`config.mk`:
```
export PLATFORM = sky130hd
export DESIGN_NAME = bss_top
export DESIGN_NICKNAME = d
export VERILOG_FILES = /design/src/rtl/bss_pkg.sv /design/src/rtl/bss_timebase.sv /design/src/rtl/bss_cycle_ctrl.sv /design/src/rtl/bss_strobe_gen.sv /design/src/rtl/bss_top.sv
export SDC_FILE = /design/constraint.sdc
export NUM_CORES = 1
export LEC_CHECK = 0
export BUFFER_PORTS_ARGS = -buffer_cell sky130_fd_sc_hd__buf_2
export CAP_MARGIN = 40
export CORE_MARGIN = 2
export CORE_UTILIZATION = 50
export CTS_CLUSTER_DIAMETER = 30
export DETAILED_ROUTE_END_ITERATION = 16
export GPL_ROUTABILITY_DRIVEN = 0
export GPL_TIMING_DRIVEN = 0
export PLACE_DENSITY = 0.84
export SLEW_MARGIN = 30
export SYNTH_ARGS = -nofsm -noshare
export SYNTH_HDL_FRONTEND = slang
export SYNTH_SLANG_ARGS = --single-unit
```
`constraint.sdc`:
```
create_clock -name clk -period 2 [get_ports clk]
set_input_delay 0.4 -clock clk [delete_from_list [all_inputs] [get_ports clk]]
set_output_delay 0.4 -clock clk [all_outputs]
set_load 0.05 [all_outputs]
```
`src/rtl/bss_pkg.sv`:
```
package bss_pkg;

    // Per-machine-cycle mode, sampled at the cycle's first edge
    typedef struct packed {
        logic ext_exec;
        logic code_rd;
        logic data_acc;
        logic wide_addr;
        logic ale_dis;
    } cyc_mode_t;

    // Registered strobe bundle
    typedef struct packed {
        logic       ale;
        logic       psen_n;
        logic [7:0] p2;
    } strobe_t;

    // Fixed state positions of the strobes inside a machine cycle
    localparam int ALE_FIRST  = 0;
    localparam int ALE_SECOND = 3;
    localparam int PSEN_FIRST = 1;
    localparam int PSEN_SECOND = 4;

    localparam strobe_t STROBE_IDLE = '{ale: 1'b0, psen_n: 1'b1, p2: 8'hFF};

    function automatic strobe_t decode_strobe(input int state,
                                              input cyc_mode_t m,
                                              input logic [7:0] hi,
                                              input logic [7:0] latch);
        strobe_t r;
        logic ale_slot, psen_slot, ale_gate, fetch;
        ale_slot  = (state == ALE_FIRST) || (state == ALE_SECOND);
        psen_slot = (state == PSEN_FIRST) || (state == PSEN_SECOND);
        ale_gate  = !m.ale_dis || m.ext_exec || m.data_acc || m.code_rd;
        fetch     = m.ext_exec || m.code_rd;
        r.ale     = ale_slot && ale_gate && !(m.data_acc && state == ALE_FIRST);
        r.psen_n  = !(psen_slot && fetch && !m.data_acc);
        if (m.data_acc)
            r.p2 = m.wide_addr ? hi : latch;
        else
            r.p2 = fetch ? hi : latch;
        return r;
    endfunction

endpackage

```
`src/rtl/bss_timebase.sv`:
```
module bss_timebase #(
    parameter int CLK_PER_STATE = 2,
    parameter int STATES        = 6,
    parameter int RST_CYCLES    = 2
) (
    input  logic clk,
    input  logic rst_in,
    output logic sys_rst,
    output logic [$clog2(CLK_PER_STATE*STATES)-1:0] phase,
    output logic cyc_start
);
    localparam int CYC_LEN = CLK_PER_STATE * STATES;
    localparam int PH_W    = $clog2(CYC_LEN);
    localparam int RST_LIM = RST_CYCLES * CYC_LEN;
    localparam int CNT_W   = $clog2(RST_LIM + 1);
    localparam logic [PH_W-1:0]  PH_LAST = PH_W'(CYC_LEN - 1);
    localparam logic [CNT_W-1:0] CNT_MAX = CNT_W'(RST_LIM);
    localparam logic [CNT_W-1:0] CNT_HIT = CNT_W'(RST_LIM - 1);

    logic [CNT_W-1:0] hi_cnt;

    // Consecutive-high counter for the reset pin
    always_ff @(posedge clk) begin
        if (!rst_in)
            hi_cnt <= '0;
        else if (hi_cnt != CNT_MAX)
            hi_cnt <= hi_cnt + 1'b1;
    end

    always_ff @(posedge clk) begin
        sys_rst <= rst_in && (hi_cnt >= CNT_HIT);
    end

    always_ff @(posedge clk) begin
        if (sys_rst)
            phase <= '0;
        else if (phase == PH_LAST)
            phase <= '0;
        else
            phase <= phase + 1'b1;
    end

    assign cyc_start = !sys_rst && (phase == '0);


    filt_hold_chk: assert property (@(posedge clk)
        $rose(sys_rst) |-> ($past(rst_in) && $past(rst_in, 2)));


    restart_phase_chk: assert property (@(posedge clk)
        $fell(sys_rst) |-> (phase == '0));

endmodule

```
`src/rtl/bss_cycle_ctrl.sv`:
```
module bss_cycle_ctrl
    import bss_pkg::*;
(
    input  logic      clk,
    input  logic      sys_rst,
    input  logic      cyc_start,
    input  logic      cfg_wr,
    input  logic      cfg_din,
    input  logic      ext_exec,
    input  logic      code_rd,
    input  logic      data_acc,
    input  logic      wide_addr,
    output cyc_mode_t mode
);
    logic      dis_q;
    logic      dis_next;
    cyc_mode_t live;
    cyc_mode_t held;

    assign dis_next = cfg_wr ? cfg_din : dis_q;

    always_comb begin
        live.ext_exec  = ext_exec;
        live.code_rd   = code_rd;
        live.data_acc  = data_acc;
        live.wide_addr = wide_addr;
        live.ale_dis   = dis_next;
    end

    always_ff @(posedge clk) begin
        if (sys_rst) begin
            dis_q <= 1'b0;
            held  <= '0;
        end else begin
            dis_q <= dis_next;
            if (cyc_start)
                held <= live;
        end
    end

    // The cycle's first edge sees the live flags; the rest of the cycle sees the held copy
    assign mode = cyc_start ? live : held;


    mode_hold_chk: assert property (@(posedge clk) disable iff (sys_rst)
        (!cyc_start && !$past(cyc_start) && !$past(sys_rst)) |-> (mode.data_acc == $past(mode.data_acc)));

endmodule

```
`src/rtl/bss_strobe_gen.sv`:
```
module bss_strobe_gen
    import bss_pkg::*;
#(
    parameter int CLK_PER_STATE = 2,
    parameter int STATES        = 6
) (
    input  logic       clk,
    input  logic       sys_rst,
    input  logic [$clog2(CLK_PER_STATE*STATES)-1:0] phase,
    input  cyc_mode_t  mode,
    input  logic [7:0] addr_hi,
    input  logic [7:0] p2_latch,
    output strobe_t    strobe
);
    int      state;
    strobe_t next_s;

    always_comb begin
        state  = int'(phase) / CLK_PER_STATE;
        next_s = decode_strobe(state, mode, addr_hi, p2_latch);
    end

    always_ff @(posedge clk) begin
        if (sys_rst)
            strobe <= STROBE_IDLE;
        else
            strobe <= next_s;
    end


    ale_width_chk: assert property (@(posedge clk) disable iff (sys_rst)
        $rose(strobe.ale) |=> strobe.ale);


    ale_end_chk: assert property (@(posedge clk) disable iff (sys_rst)
        $rose(strobe.ale) |-> ##2 !strobe.ale);


    psen_width_chk: assert property (@(posedge clk) disable iff (sys_rst)
        $fell(strobe.psen_n) |=> !strobe.psen_n);


    no_overlap_chk: assert property (@(posedge clk) disable iff (sys_rst)
        !(strobe.ale && !strobe.psen_n));


    ale_skip_chk: assert property (@(posedge clk) disable iff (sys_rst)
        (phase == '0 && mode.data_acc) |=> !strobe.ale);


    narrow_p2_chk: assert property (@(posedge clk) disable iff (sys_rst)
        (mode.data_acc && !mode.wide_addr) |=> (strobe.p2 == $past(p2_latch)));

endmodule

```
`src/rtl/bss_top.sv`:
```
module bss_top
    import bss_pkg::*;
#(
    parameter int CLK_PER_STATE = 2,
    parameter int STATES        = 6,
    parameter int RST_CYCLES    = 2
) (
    input  logic       clk,
    input  logic       rst_in,
    input  logic       ext_exec,
    input  logic       code_rd,
    input  logic       data_acc,
    input  logic       wide_addr,
    input  logic       cfg_wr,
    input  logic       cfg_din,
    input  logic [7:0] addr_hi,
    input  logic [7:0] p2_latch,
    output logic       ale,
    output logic       psen_n,
    output logic [7:0] p2_out
);
    localparam int PH_W = $clog2(CLK_PER_STATE * STATES);

    logic            sys_rst;
    logic            cyc_start;
    logic [PH_W-1:0] phase;
    cyc_mode_t       mode;
    strobe_t         strobe;

    bss_timebase #(
        .CLK_PER_STATE(CLK_PER_STATE),
        .STATES       (STATES),
        .RST_CYCLES   (RST_CYCLES)
    ) u_tb (
        .clk      (clk),
        .rst_in   (rst_in),
        .sys_rst  (sys_rst),
        .phase    (phase),
        .cyc_start(cyc_start)
    );

    bss_cycle_ctrl u_ctrl (
        .clk      (clk),
        .sys_rst  (sys_rst),
        .cyc_start(cyc_start),
        .cfg_wr   (cfg_wr),
        .cfg_din  (cfg_din),
        .ext_exec (ext_exec),
        .code_rd  (code_rd),
        .data_acc (data_acc),
        .wide_addr(wide_addr),
        .mode     (mode)
    );

    bss_strobe_gen #(
        .CLK_PER_STATE(CLK_PER_STATE),
        .STATES       (STATES)
    ) u_gen (
        .clk     (clk),
        .sys_rst (sys_rst),
        .phase   (phase),
        .mode    (mode),
        .addr_hi (addr_hi),
        .p2_latch(p2_latch),
        .strobe  (strobe)
    );

    assign ale    = strobe.ale;
    assign psen_n = strobe.psen_n;
    assign p2_out = strobe.p2;

endmodule

```
=== After elaboration in Yosys (flattened, before gate mapping) ===
Cells that the tools add are included.

* Shifts and indexed selects: 0
* Add/sub/neg operators: 2
* Div/mod/pow operators: 0
* Reductions and logical operators: 21
* Bitwise logic cells: 0
* Eq/ne operators: 5
* $mul: 0
* Order comparisons: 1
* Muxes and demuxes: 5

{| class="wikitable"
|+ Operator list
! operator !! count
|-
| zero test 32 bit || 1
|-
| two-way mux 8 bit || 3
|-
| logical AND 1 bit || 7
|-
| == test 3 bit, second input constant || 2
|-
| logical OR 1 bit || 6
|-
| adder 5 x 1 -> 5 bit, second input constant || 1
|-
| >= comparator 5 bit, second input constant || 1
|-
| zero test 1 bit || 5
|-
| two-way mux 5 bit || 1
|-
| != test 5 bit, second input constant || 1
|-
| adder 4 x 1 -> 4 bit, second input constant || 1
|-
| == test 4 bit, second input constant || 1
|-
| zero test 4 bit || 1
|-
| == test 3 x 2 -> 1 bit, second input constant || 1
|-
| OR reduction 2 bit || 1
|-
| two-way mux 1 bit || 1
|}

* Register bits after elaboration: 26
* ROM bits: 0
* Word-level logic and storage cells: 46
* Bits in writable memories: 0
* Bits in latches: 0
* Memories kept: 0

=== Longest topological paths before layout ===
* Depth in word-level cells: 9
* Gate-level depth with buffers: 7

=== Cells and area by module ===
A second synthesis with hierarchy kept.

* Cells, all modules: 107
* Area, all modules: 1133.6 um^2

{| class="wikitable"
|+ Modules (own cells, without submodules)
! module !! sequential area each (um^2) !! area an instance (um^2) !! times used !! cells each
|-
| bss_timebase || 200.2 || 495.5 || 1 || 49
|-
| bss_strobe_gen || 200.2 || 391.6 || 1 || 38
|-
| bss_cycle_ctrl || 120.1 || 246.5 || 1 || 20
|}

=== Least setup slack after synthesis ===
OpenSTA, ideal clock, no wires.

* Path kind: flip-flop to flip-flop
* From: reg u_tb.phase[1]
* To: reg u_gen.strobe[9] (netlist name)
* Arrival time: 1.527 ns
* Required time: 1.897 ns
* Setup slack: 0.370 ns
* Stages on the path, launching flop included: 7
* Period minus slack after synthesis: 1.630 ns
* Library setup time: 0.103 ns
* Path buffers: 0
* Cell sequence: dfxtp_1 inv_1 ha_1 nor4b_4 mux2i_1 a21oi_1 a2111oi_2

* Cells in the longest elaborated chain, start to end: 9
* Elaborated cells between the ends (all ways): 14

{| class="wikitable"
|+ Ends and longest elaborated chain
! what !! line !! text
|-
| start: declaration || bss_timebase.sv:9 || <nowiki>output logic [$clog2(CLK_PER_STATE*STATES)-1:0] phase,</nowiki>
|-
| start signal: assignment || bss_timebase.sv:40 || <nowiki>phase <= phase + 1'b1;</nowiki>
|-
| zero test 4 bit || bss_timebase.sv:43 || <nowiki>assign cyc_start = !sys_rst && (phase == '0);</nowiki>
|-
| logical AND 1 bit || bss_timebase.sv:43 ||
|-
| two-way mux 5 bit || bss_cycle_ctrl.sv:42 || <nowiki>assign mode = cyc_start ? live : held;</nowiki>
|-
| zero test 1 bit || bss_pkg.sv:35 || <nowiki>ale_gate = !m.ale_dis || m.ext_exec || m.data_acc || m.code_rd;</nowiki>
|-
| logical OR 1 bit (3 in a row) || bss_pkg.sv:35 ||
|-
| logical AND 1 bit || bss_pkg.sv:37 || <nowiki>r.ale = ale_slot && ale_gate && !(m.data_acc && state == ALE_FIRST);</nowiki>
|-
| logical AND 1 bit * || bss_pkg.sv:37 ||
|}

Every way passes the cells marked *; elsewhere a longest branch is shown, timed or not.
A chain may end at the register's enable or synchronous reset.

=== Worst setup path in the final report ===
* From: reg u_tb.phase[1]
* To: reg u_gen.strobe[1] (netlist name)

* Cells in the longest elaborated chain, start to end: 6
* Elaborated cells between the ends (all ways): 7

{| class="wikitable"
|+ Ends and longest elaborated chain
! what !! line !! text
|-
| zero test 4 bit * || bss_timebase.sv:43 ||
|-
| logical AND 1 bit * || bss_timebase.sv:43 ||
|-
| two-way mux 5 bit * || bss_cycle_ctrl.sv:42 ||
|-
| logical OR 1 bit || bss_pkg.sv:36 || <nowiki>fetch = m.ext_exec || m.code_rd;</nowiki>
|-
| two-way mux 8 bit || bss_pkg.sv:42 || <nowiki>r.p2 = fetch ? hi : latch;</nowiki>
|-
| two-way mux 8 bit * || bss_pkg.sv:39 || <nowiki>if (m.data_acc)</nowiki>
|}

Marks and branches as above.

==> impl_metrics.toml <==
[outcome]
status = "complete, no violations"

[routing]
drc = 0
avgViaCountPerCell = 5.00
first_pass_iters = 4
drtIter0Drc = 11
routed_wl_um = 2380
postRouteAntennaNets = 0
avgRoutedWirePerCell_um = 12.4
vias = 960

[clocking]
path_clk_slew_ns = 0.14
postCtsSetupRepairBufs = 0
cts_buffers = 3
root_buffer = "clkbuf_4"
cts_tree = "done"
clock-sinks = 26
clock_path_buffers = 2
clk_latency_ns = 0.32
cts-htree-levels = 1

[finish]
stdcell_count = 192
utilization_pct = 64.9
layout_common_cells = "buf_2 (34), nor2_1 (30), dfxtp_1 (26)"
final_area_um2 = 1440
drive_gt1_share_pct = 27.4
syn2layout_area_growth_pct = 21.7
final_nets = 193
diodes = 0
final_common_cell = "buf_2"

[synth]
syn-cell-area_um2 = 1180
postSynthNetCount = 155
yosys.area.top_type = "dfxtp_1"
ys_seq_area_share_pct = 44.1
ys_async_sr_fraction_pct = 0
synth_area_per_cell_um2 = 9.29
synth_edf_count = 0
ys_seq_elements = 26
ys_types = 29
yosysWarnings = 0
synthTopCellsByArea = "dfxtp_1 (44%), mux2i_1 (12%), nor2_1 (9.5%)"
synth_ff_type = "dfxtp_1"
synthCells = 127
synth_top_area_share_pct = 44.1

[sta]
rsz0062_at_grt = "false"
tns_ns = 0
drv_slew = 0
skew_ns = 0.00752
worst_slack_ns = 0.144
hold_ws_ns = 0.310
tightestPinTransition_ns = 0.471
setup_violations = 0
hold_violations = 0
relSlewSlack_pct = 68.6
finalCritPeriodShare_pct = 92.8
fmax_mhz = 539
fin_crit_ns = 1.86

[placed_design]
portBuffers = 33
place_ws_ns = 0.172
dpl.cell_count = 188
placed_area_um2 = 1380

[floorplan]
die-area_um2 = 2760
row_count = 17
ios = 34
core_region_area_um2 = 2210
die_w_um = 52.6
die_h_um = 52.6
initial_core_util_pct = 53.3

[job]
max_cap_viol_count = 0

[min_path]
holdCritPathClass = "input port to flop"
min_path_cells = 3
hp-start = "addr_hi[4]"
hold_end = "u_gen.strobe[4]"

[pwr]
p_sw_share_pct = 25.3
power_mw = 1.08
clockPowerShare_pct = 32.8
ir_drop_uv = 484
p_int_mw = 0.811
p_switching_mw = 0.274
p_per_area_nw_per_um2 = 755
p_leak_nw = 0.654
comb_power_share_pct = 15.4
seqPwrFrac_pct = 51.8

[global_route]
grt_pass1_wl_um = 3670
grt_max_degree = 16
grt_overflow = 0
antenna_found_initial = 0
first_global_vias = 873
track_usage_pct = 18.4

[critical_path]
arrival_ns = 2.10
end_kind = "flop"
r2r_cells = 7
cp.required_ns = 2.25
cp-start-kind = "flop"
rrSetupSlack_ns = 0.14
worstSetupPathType = "flop to flop"
rr_endpoint = "u_gen.strobe[1]"
startpoint = "u_tb.phase[1]"
crit_fanout = 10
worstReg2RegStart = "u_tb.phase[1]"
## per-layer routing
layer  vias to the layer above  global-route usage (%)  wire [um]
met5                         -                       0          0
met4                         0                    6.41         31
met3                         5                    3.71         92
met2                        22                    34.8       1290
met1                       437                    19.8        964
li1                        496                       -          -
## worst max-delay path: stages (launching register included)
cell and delay [ns]:
dfxtp_1 0.40, inv_1 0.08, ha_1 0.14, nor4b_4 0.29
buf_6 0.22, nor3_2 0.07, a21oi_4 0.33, mux2i_1 0.26
## worst max-delay path by stage
stage / slack (ns) / cells after the start / endpoint
finish: 0.14 / 7 / u_gen.strobe[1]
global route: 0.01 / 7 / u_gen.strobe[1]
CTS: 0.13 / 6 / u_gen.strobe[9]
detailed placement: 0.17 / 6 / u_gen.strobe[9]
global placement: 0.24 / 6 / u_gen.strobe[9]
floorplan: 0.37 / 6 / u_gen.strobe[9]
## logic make-up after synthesis
| group | count (synthesis) | share of synthesized area [%] |
|---|---|---|
| AOI/OAI and AO/OA | 10 | 6.47 |
| and+or+nand+nor | 57 | 24.1 |
| DFF | 26 | 44.1 |
| buffers and inverters | 10 | 4.56 |
| adders and majority gates | 4 | 4.24 |
| xor gates and xnor gates | 5 | 3.71 |
| muxes | 15 | 12.8 |
## cell usage after synthesis, types with 2 or more instances
master     n
mux2i_1   14
dfxtp_1   26
clkbuf_1   2
xnor2_1    4
ha_1       4
o21ai_1    2
buf_6      2
and2_1     4
nor3_1     4
inv_1      4
nor2b_1    3
a21oi_1    4
nor2_1    30
nand2_1    4
nand3_1    6
## sequential cells by signal, summed over array words and instances (netlist names)
name and flops:
u_tb.sys_rst 1, u_ctrl.dis_q 1, u_gen.strobe 10, u_ctrl.held 5
u_tb.hi_cnt 5, u_tb.phase 4
## power by group through the flow
stage | registers (mW) | logic [mW] | clock network, mW
5_1_grt | 0.566 | 0.180 | 0.380
3_3_place_gp | 0.572 | 0.160 | 0
4_1_cts | 0.562 | 0.168 | 0.364
2_1_floorplan | 0.628 | 0.0581 | 0
6_report | 0.562 | 0.167 | 0.356
3_5_place_dp | 0.574 | 0.167 | 0
## area by class of cell
cell class,instances,area [um^2]
Sequential cell,26,520
Tap cell,28,35.0
Timing Repair Buffer,33,165
Multi-Input combinational cell,91,609
Fill cell,201,776
Clock inverter,1,30.0
Buffer,6,38.8
Clock buffer,3,22.5
Inverter,4,15.0
## timing repair
item                                    4_1_cts  5_1_grt
resized for setup                             0        1
endpoints found under the setup margin        0        1
hold buffers                                  0        0
Power figures use the tool's default switching activity.
